===== config.mk =====
export PLATFORM = sky130hd
export DESIGN_NAME = intc_dual_top
export DESIGN_NICKNAME = d
export VERILOG_FILES = /design/src/rtl/intc_pkg.sv /design/src/rtl/intc_src_cond.sv /design/src/rtl/intc_bank.sv /design/src/rtl/intc_dual_top.sv
export SDC_FILE = /design/constraint.sdc
export NUM_CORES = 2
export LEC_CHECK = 0
export BUFFER_PORTS_ARGS = -buffer_cell sky130_fd_sc_hd__buf_2
export CORE_ASPECT_RATIO = 0.75
export CORE_MARGIN = 1.5
export CORE_UTILIZATION = 55
export CTS_CLUSTER_DIAMETER = 150
export DETAILED_ROUTE_END_ITERATION = 10
export PLACE_DENSITY_LB_ADDON = 0.08
export SYNTH_ARGS = -nofsm -noshare
export SYNTH_HDL_FRONTEND = slang
export SYNTH_SLANG_ARGS = --single-unit
export TNS_END_PERCENT = 30

===== constraint.sdc =====
create_clock -name clk -period 48.3 [get_ports clk]
set_clock_uncertainty 0.15 [all_clocks]
set_input_delay 2.415 -clock clk [delete_from_list [all_inputs] [get_ports clk]]
set_output_delay 2.415 -clock clk [all_outputs]
set_load 0.01 [all_outputs]

===== src/rtl/intc_pkg.sv =====
package intc_pkg;
  // page select: address bits 11:8
  localparam logic [3:0] PG_NORM   = 4'h0;
  localparam logic [3:0] PG_FAST   = 4'h1;
  localparam logic [3:0] PG_SHARED = 4'h2;
  localparam logic [3:0] PG_PRIO   = 4'h3;

  // per-bank offsets
  localparam logic [7:0] OF_STAT = 8'h00;
  localparam logic [7:0] OF_RAW  = 8'h04;
  localparam logic [7:0] OF_EN   = 8'h08;
  localparam logic [7:0] OF_DIS  = 8'h0C;
  localparam logic [7:0] OF_CUR  = 8'h20;
  localparam logic [7:0] OF_ACK  = 8'h28;
  localparam logic [7:0] OF_THR  = 8'h2C;

  // shared page offsets
  localparam logic [7:0] OF_POL  = 8'h00;
  localparam logic [7:0] OF_STK  = 8'h04;
  localparam logic [7:0] OF_RTE  = 8'h08;

  typedef struct packed {
    logic en_set;
    logic en_clr;
    logic thr_wr;
    logic ack;
  } bank_ctl_t;
endpackage


===== src/rtl/intc_src_cond.sv =====
module intc_src_cond #(
  parameter int NUM_SRC = 32
) (
  input  logic               clk,
  input  logic               rst,
  input  logic [NUM_SRC-1:0] lines,
  input  logic [NUM_SRC-1:0] pol_keep,
  input  logic [NUM_SRC-1:0] sticky,
  input  logic [NUM_SRC-1:0] clr_mask,
  output logic [NUM_SRC-1:0] pend
);
  for (genvar g = 0; g < NUM_SRC; g++) begin : g_src
    logic lvl_q;
    logic cap_q;
    always_ff @(posedge clk) begin
      if (rst) begin
        lvl_q <= 1'b0;
        cap_q <= 1'b0;
      end else begin
        lvl_q <= pol_keep[g] ? lines[g] : ~lines[g];
        if (clr_mask[g] || !sticky[g]) cap_q <= 1'b0;
        else if (lvl_q)                cap_q <= 1'b1;
      end
    end
    assign pend[g] = sticky[g] ? (lvl_q | cap_q) : lvl_q;
  end
endmodule


===== src/rtl/intc_bank.sv =====
module intc_bank #(
  parameter int NUM_SRC = 32,
  parameter int PRIO_W  = 4,
  localparam int IDX_W  = $clog2(NUM_SRC)
) (
  input  logic                            clk,
  input  logic                            rst,
  input  logic [NUM_SRC-1:0]              pend,
  input  logic [NUM_SRC-1:0]              member,
  input  logic [NUM_SRC-1:0][PRIO_W-1:0]  prio,
  input  intc_pkg::bank_ctl_t             ctl,
  input  logic [NUM_SRC-1:0]              wmask,
  input  logic [PRIO_W-1:0]               thr_wdata,
  output logic [NUM_SRC-1:0]              raw,
  output logic [NUM_SRC-1:0]              status,
  output logic [NUM_SRC-1:0]              en,
  output logic [PRIO_W-1:0]               thr,
  output logic [IDX_W-1:0]                cur,
  output logic                            irq_q
);
  logic [NUM_SRC-1:0] pass;

  always_ff @(posedge clk) begin
    if (rst) begin
      en    <= '0;
      thr   <= '1;
      irq_q <= 1'b0;
    end else begin
      if (ctl.en_set)      en <= en | wmask;
      else if (ctl.en_clr) en <= en & ~wmask;
      if (ctl.thr_wr) thr <= thr_wdata;
      irq_q <= |status;
    end
  end

  for (genvar g = 0; g < NUM_SRC; g++) begin : g_pass
    assign pass[g] = (prio[g] <= thr);
  end

  assign raw    = pend & member;
  assign status = raw & en & pass;

  // lowest priority value wins; strict compare keeps the lower index on ties
  always_comb begin
    logic [PRIO_W:0] best;
    best = {1'b1, {PRIO_W{1'b0}}};
    cur  = '0;
    for (int i = 0; i < NUM_SRC; i++) begin
      if (status[i] && ({1'b0, prio[i]} < best)) begin
        best = {1'b0, prio[i]};
        cur  = IDX_W'(i);
      end
    end
  end
endmodule


===== src/rtl/intc_dual_top.sv =====
module intc_dual_top #(
  parameter int NUM_SRC = 32,
  parameter int PRIO_W  = 4,
  parameter int ADDR_W  = 12,
  parameter int DATA_W  = 32,
  localparam int IDX_W  = $clog2(NUM_SRC),
  localparam int NBANK  = 2
) (
  input  logic              clk,
  input  logic              rst,
  input  logic              bus_wr,
  input  logic              bus_rd,
  input  logic [ADDR_W-1:0] bus_addr,
  input  logic [DATA_W-1:0] bus_wdata,
  output logic [DATA_W-1:0] bus_rdata,
  input  logic [NUM_SRC-1:0] irq_lines,
  output logic              irq_norm_o,
  output logic              irq_fast_o
);
  import intc_pkg::*;

  logic [3:0] page;
  logic [7:0] ofs;
  logic       aligned;
  logic [5:0] pidx;
  logic       pidx_ok;

  logic [NUM_SRC-1:0]             pol_q, stk_q, rte_q;
  logic [NUM_SRC-1:0][PRIO_W-1:0] prio_q;
  logic [NUM_SRC-1:0]             pend, clr_mask;

  bank_ctl_t [NBANK-1:0]              ctl;
  logic [NBANK-1:0][NUM_SRC-1:0]      raw_b, stat_b, en_b;
  logic [NBANK-1:0][PRIO_W-1:0]       thr_b;
  logic [NBANK-1:0][IDX_W-1:0]        cur_b;
  logic [NBANK-1:0]                   irq_b;

  assign page    = bus_addr[11:8];
  assign ofs     = bus_addr[7:0];
  assign aligned = (bus_addr[1:0] == 2'b00);
  assign pidx    = bus_addr[7:2];
  assign pidx_ok = (int'(pidx) < NUM_SRC);

  // shared configuration registers
  always_ff @(posedge clk) begin
    if (rst) begin
      pol_q  <= '1;
      stk_q  <= '0;
      rte_q  <= '0;
      prio_q <= '0;
    end else if (bus_wr && aligned) begin
      if (page == PG_SHARED) begin
        if (ofs == OF_POL) pol_q <= bus_wdata[NUM_SRC-1:0];
        if (ofs == OF_STK) stk_q <= bus_wdata[NUM_SRC-1:0];
        if (ofs == OF_RTE) rte_q <= bus_wdata[NUM_SRC-1:0];
      end
      if (page == PG_PRIO && pidx_ok)
        prio_q[pidx[IDX_W-1:0]] <= bus_wdata[PRIO_W-1:0];
    end
  end

  assign clr_mask = ({NUM_SRC{ctl[0].ack}} & ~rte_q) |
                    ({NUM_SRC{ctl[1].ack}} &  rte_q);

  intc_src_cond #(.NUM_SRC(NUM_SRC)) u_cond (
    .clk      (clk),
    .rst      (rst),
    .lines    (irq_lines),
    .pol_keep (pol_q),
    .sticky   (stk_q),
    .clr_mask (clr_mask),
    .pend     (pend)
  );

  for (genvar b = 0; b < NBANK; b++) begin : g_bank
    logic hit;
    assign hit = aligned && (page == 4'(b));
    assign ctl[b].en_set = bus_wr && hit && (ofs == OF_EN);
    assign ctl[b].en_clr = bus_wr && hit && (ofs == OF_DIS);
    assign ctl[b].thr_wr = bus_wr && hit && (ofs == OF_THR);
    assign ctl[b].ack    = bus_rd && hit && (ofs == OF_ACK);

    intc_bank #(.NUM_SRC(NUM_SRC), .PRIO_W(PRIO_W)) u_bank (
      .clk       (clk),
      .rst       (rst),
      .pend      (pend),
      .member    ((b == 1) ? rte_q : ~rte_q),
      .prio      (prio_q),
      .ctl       (ctl[b]),
      .wmask     (bus_wdata[NUM_SRC-1:0]),
      .thr_wdata (bus_wdata[PRIO_W-1:0]),
      .raw       (raw_b[b]),
      .status    (stat_b[b]),
      .en        (en_b[b]),
      .thr       (thr_b[b]),
      .cur       (cur_b[b]),
      .irq_q     (irq_b[b])
    );
  end

  // registered read path
  always_ff @(posedge clk) begin
    if (rst) begin
      bus_rdata <= '0;
    end else if (bus_rd) begin
      bus_rdata <= '0;
      if (aligned) begin
        if (page == PG_NORM || page == PG_FAST) begin
          case (ofs)
            OF_STAT:        bus_rdata <= DATA_W'(stat_b[page[0]]);
            OF_RAW:         bus_rdata <= DATA_W'(raw_b[page[0]]);
            OF_EN, OF_DIS:  bus_rdata <= DATA_W'(en_b[page[0]]);
            OF_CUR, OF_ACK: bus_rdata <= DATA_W'(cur_b[page[0]]);
            OF_THR:         bus_rdata <= DATA_W'(thr_b[page[0]]);
            default:        bus_rdata <= '0;
          endcase
        end else if (page == PG_SHARED) begin
          case (ofs)
            OF_POL:  bus_rdata <= DATA_W'(pol_q);
            OF_STK:  bus_rdata <= DATA_W'(stk_q);
            OF_RTE:  bus_rdata <= DATA_W'(rte_q);
            default: bus_rdata <= '0;
          endcase
        end else if (page == PG_PRIO && pidx_ok) begin
          bus_rdata <= DATA_W'(prio_q[pidx[IDX_W-1:0]]);
        end
      end
    end
  end

  assign irq_norm_o = irq_b[0];
  assign irq_fast_o = irq_b[1];
endmodule


==> qor.csv <==
stage;metric;value;unit
worst_hold_path;holdPathStages;2;
critical_path;cp-start-kind;flip-flop;
clock_network;clk_path_buf_depth;3;
finish;fin_cells;5694;
detailed_routing;postRouteAntennaNets;0;
detailed_routing;drt_iter0_drc;4932;
floorplan;pin_count;114;
critical_path;cp_top_family;compound AO/OA/AOI/OAI gates;
global_routing;met2_usage;0.5539;
critical_path;required;48680;ps
detailed_routing;drcViolationCount;0;
global_routing;antenna_found_initial;5;
place;dp_hpwl;107500;um
clock_network;clock_latency;630;ps
place;portBuffers;113;
critical_path;slowest_stage;a2111oi_4;
critical_path;crit_path_start;g_bank[1].u_bank.thr[2];
clock_network;clkTransAtPathRegs;70;ps
detailed_routing;wire_per_inst;26.08;um
critical_path;worst-setup-path-type;flip-flop to flip-flop;
critical_path;worst-path-buf-inv;31;
synth;synth_top_area_share;0.2172;
timing;max_clock_freq;21.59;MHz
critical_path;critPathMaxStageDelay;410;ps
synth;ys_types;121;
timing;fin_crit_sh;0.9588;
critical_path;path_common_cell;ha_1;
synth;syn_inst;4697;
pwr;ir_worst_vdd;0.00002950;V
global_routing;grt_use_total;0.4199;
timing;final_hold_viol_count;0;
global_routing;grt_pass1_vias;34000;
synth;ys_dominant_reg_cell;dfxtp_1;
global_routing;use_met1;0.6144;
synth;syn_nets;5135;
synth;yosysWarningCount;0;
synth;synth_edf_count;0;
synth;synth.avg_cell_area;7.731;um^2
global_routing;gr-usage-met3;0.1721;
floorplan;rows;81;
synth;synthArstFlopShare;0;
synth;syn_area;0.03631;mm^2
detailed_routing;viasPerCell;6.834;
global_routing;grt_pass1_wl;217300;um
synth;ys_ff_latch;394;
critical_path;reg2regPathDepth;253;
finish;drive_gt1_frac;0.1381;
global_routing;grt_max_degree;162;
clock_network;cts_hold_buffers;0;
pwr;p_total;0.0007287;W
critical_path;reg2reg_from;g_bank[1].u_bank.thr[2];
pwr;leakagePower;16.09;nW
worst_hold_path;min_to;stk_q[20];
synth;synth.most_common_cell;a21oi_1;
timing;tightest_slew;1434;ps
floorplan;die_area;0.06759;mm^2
critical_path;arrival;46680;ps
global_routing;grt_remaining_overflow;0;
floorplan;core-area;0.06527;mm^2
timing;finalSetupViolCount;0;
clock_network;root_buffer;clkbuf_16;
finish;area_growth;11.52;%
floorplan;die_width;299.7;um
finish;postLayoutCoreUtil;0.6205;
job;cap_violations;0;
critical_path;path_max_fanout;8;
worst_hold_path;hp-class;flip-flop to flip-flop;
place;post-place-cells;5579;
global_routing;grt-busiest-layer;met1;
timing;slew_headroom;0.04185;
critical_path;r2r_end;bus_rdata[1];
clock_network;tritoncts;yes;
synth;synthTopCellsByArea;dfxtp_1, ha_1, a21oi_1, nand2_1, mux2i_1;
critical_path;rrSetupSlack;1990;ps
clock_network;cts-buffers-inserted;44;
detailed_routing;vias;38920;
detailed_routing;totalWireLength;148500;um
pwr;powerDensity;17.99;mW/mm^2
synth;synthTopCellsByCount;a21oi_1, nand2_1, dfxtp_1;
run_status;outcome;finished clean;
clock_network;cts.sinks;394;
timing;final_max_slew_viol_count;0;
place;place_congestion;1.074;
clock_network;htree_levels;2;
detailed_routing;drt-pass1-iter-count;7;
timing;period_minus_slack;46310;ps
floorplan;die_h;225.5;um
synth;synth_top_area_cell;dfxtp_1;
worst_hold_path;hp-start;stk_q[20];
finish;nets;5226;
floorplan;start_util;0.5564;
critical_path;worst_setup_path_end_kind;flip-flop;
synth;yosysSeqAreaShare;0.2172;
[cell type report]
class / instances / area [um^2]
Tap cell: 871 / 1090
Clock buffer: 61 / 1275
Clock inverter: 19 / 207.7
Multi-Input combinational cell: 3886 / 27450
Inverter: 172 / 645.6
Antenna cell: 1 / 2.502
Fill cell: 5992 / 24770
Sequential cell: 394 / 7891
Timing Repair Buffer: 290 / 1936
[routing by layer]
metal  wire length (um)  share of wire
met5                177         0.0012
met4               4002          0.027
met3              23120           0.16
met2              55730           0.38
met1              65450           0.44
[through the flow]
step | instance area (um^2) | TNS (ps) | hold WS [ps] | setup WS, ps
final | 40500 | 0 | 337.1 | 1992
after global placement | 38180 | -5483 | 328.1 | -1286
after floorplan | 36310 | 0 | 304.2 | 2285
after global routing | 40500 | -1463 | 356.4 | -431.2
after detailed placement | 38180 | -3235 | 328.5 | -818.1
after CTS | 39690 | 0 | 338.7 | 101.9
[repair_timing]
item	CTS	global route
setup buffers	0	34
resized for setup	5	145
endpoints found under the hold margin	0	0
endpoints found under the setup margin	5	5
pin swaps	0	44
cloned	0	0
[how the worst max path moves through the flow]
stage	to	slack, ps	cells past startpoint
6_report	bus_rdata[1]	1990	253
5_1_grt	bus_rdata[1]	-430	255
4_1_cts	bus_rdata[2]	100	227
3_5_place_dp	bus_rdata[2]	-820	228
3_3_place_gp	bus_rdata[2]	-1290	229
2_1_floorplan	bus_rdata[1]	2280	250
[placed cells by master (no fill, tap or decap), drive strengths merged, types with 27 or more instances in the layout]
cell    Yosys  layout
or2        36      36
xnor2      37      37
clkbuf    198      61
and3       30      30
nand2     512     512
a31o       27      27
mux2i     178     178
nand2b    104     104
nand3     109     109
nand4      73      73
dfxtp     394     394
a21oi     571     571
o211ai     81      81
inv       169     173
nor3       59      59
mux4       32      32
a311oi     78      78
a22oi      49      49
o21ai     274     274
a211oi     45      45
ha        358     358
a31oi      31      31
buf        45     290
a41o       43      43
xor2       32      32
o21a       54      54
o22ai      63      63
a21o       97      97
and2       48      48
o31ai      34      34
nor2      332     332
mux2       41      41
nor2b      81      81
[logic make-up (layout without fill, tap and decap cells)]
| kind of cell | count (synthesis) | in the layout | share of synthesized area |
|---|---|---|---|
| multiplexers | 251 | 251 | 0.08173 |
| other | 0 | 1 | 0 |
| AND/OR/NAND/NOR | 1504 | 1504 | 0.2010 |
| buffers and inverters | 417 | 542 | 0.04496 |
| AO/OA/AOI/OAI | 1690 | 1690 | 0.3111 |
| XOR/XNOR | 69 | 69 | 0.01664 |
| adder cells (fa/ha/maj) | 372 | 372 | 0.1273 |
| flip-flops | 394 | 394 | 0.2172 |
[tightest hold or removal path, cell delays in order, from the launching register on]
cell	delay [ps]
dfxtp_1	330
nand2_1	60
a21oi_1	50
[report_power, final]
group	total [W]	switching [W]	leakage [nW]	internal [W]
registers	0.000327	0.00000101	3.18	0.000326
logic	0.0000441	0.0000324	12.2	0.0000117
clock network	0.000357	0.000160	0.725	0.000198
Note: power is estimated with default switching activity, not from simulation.
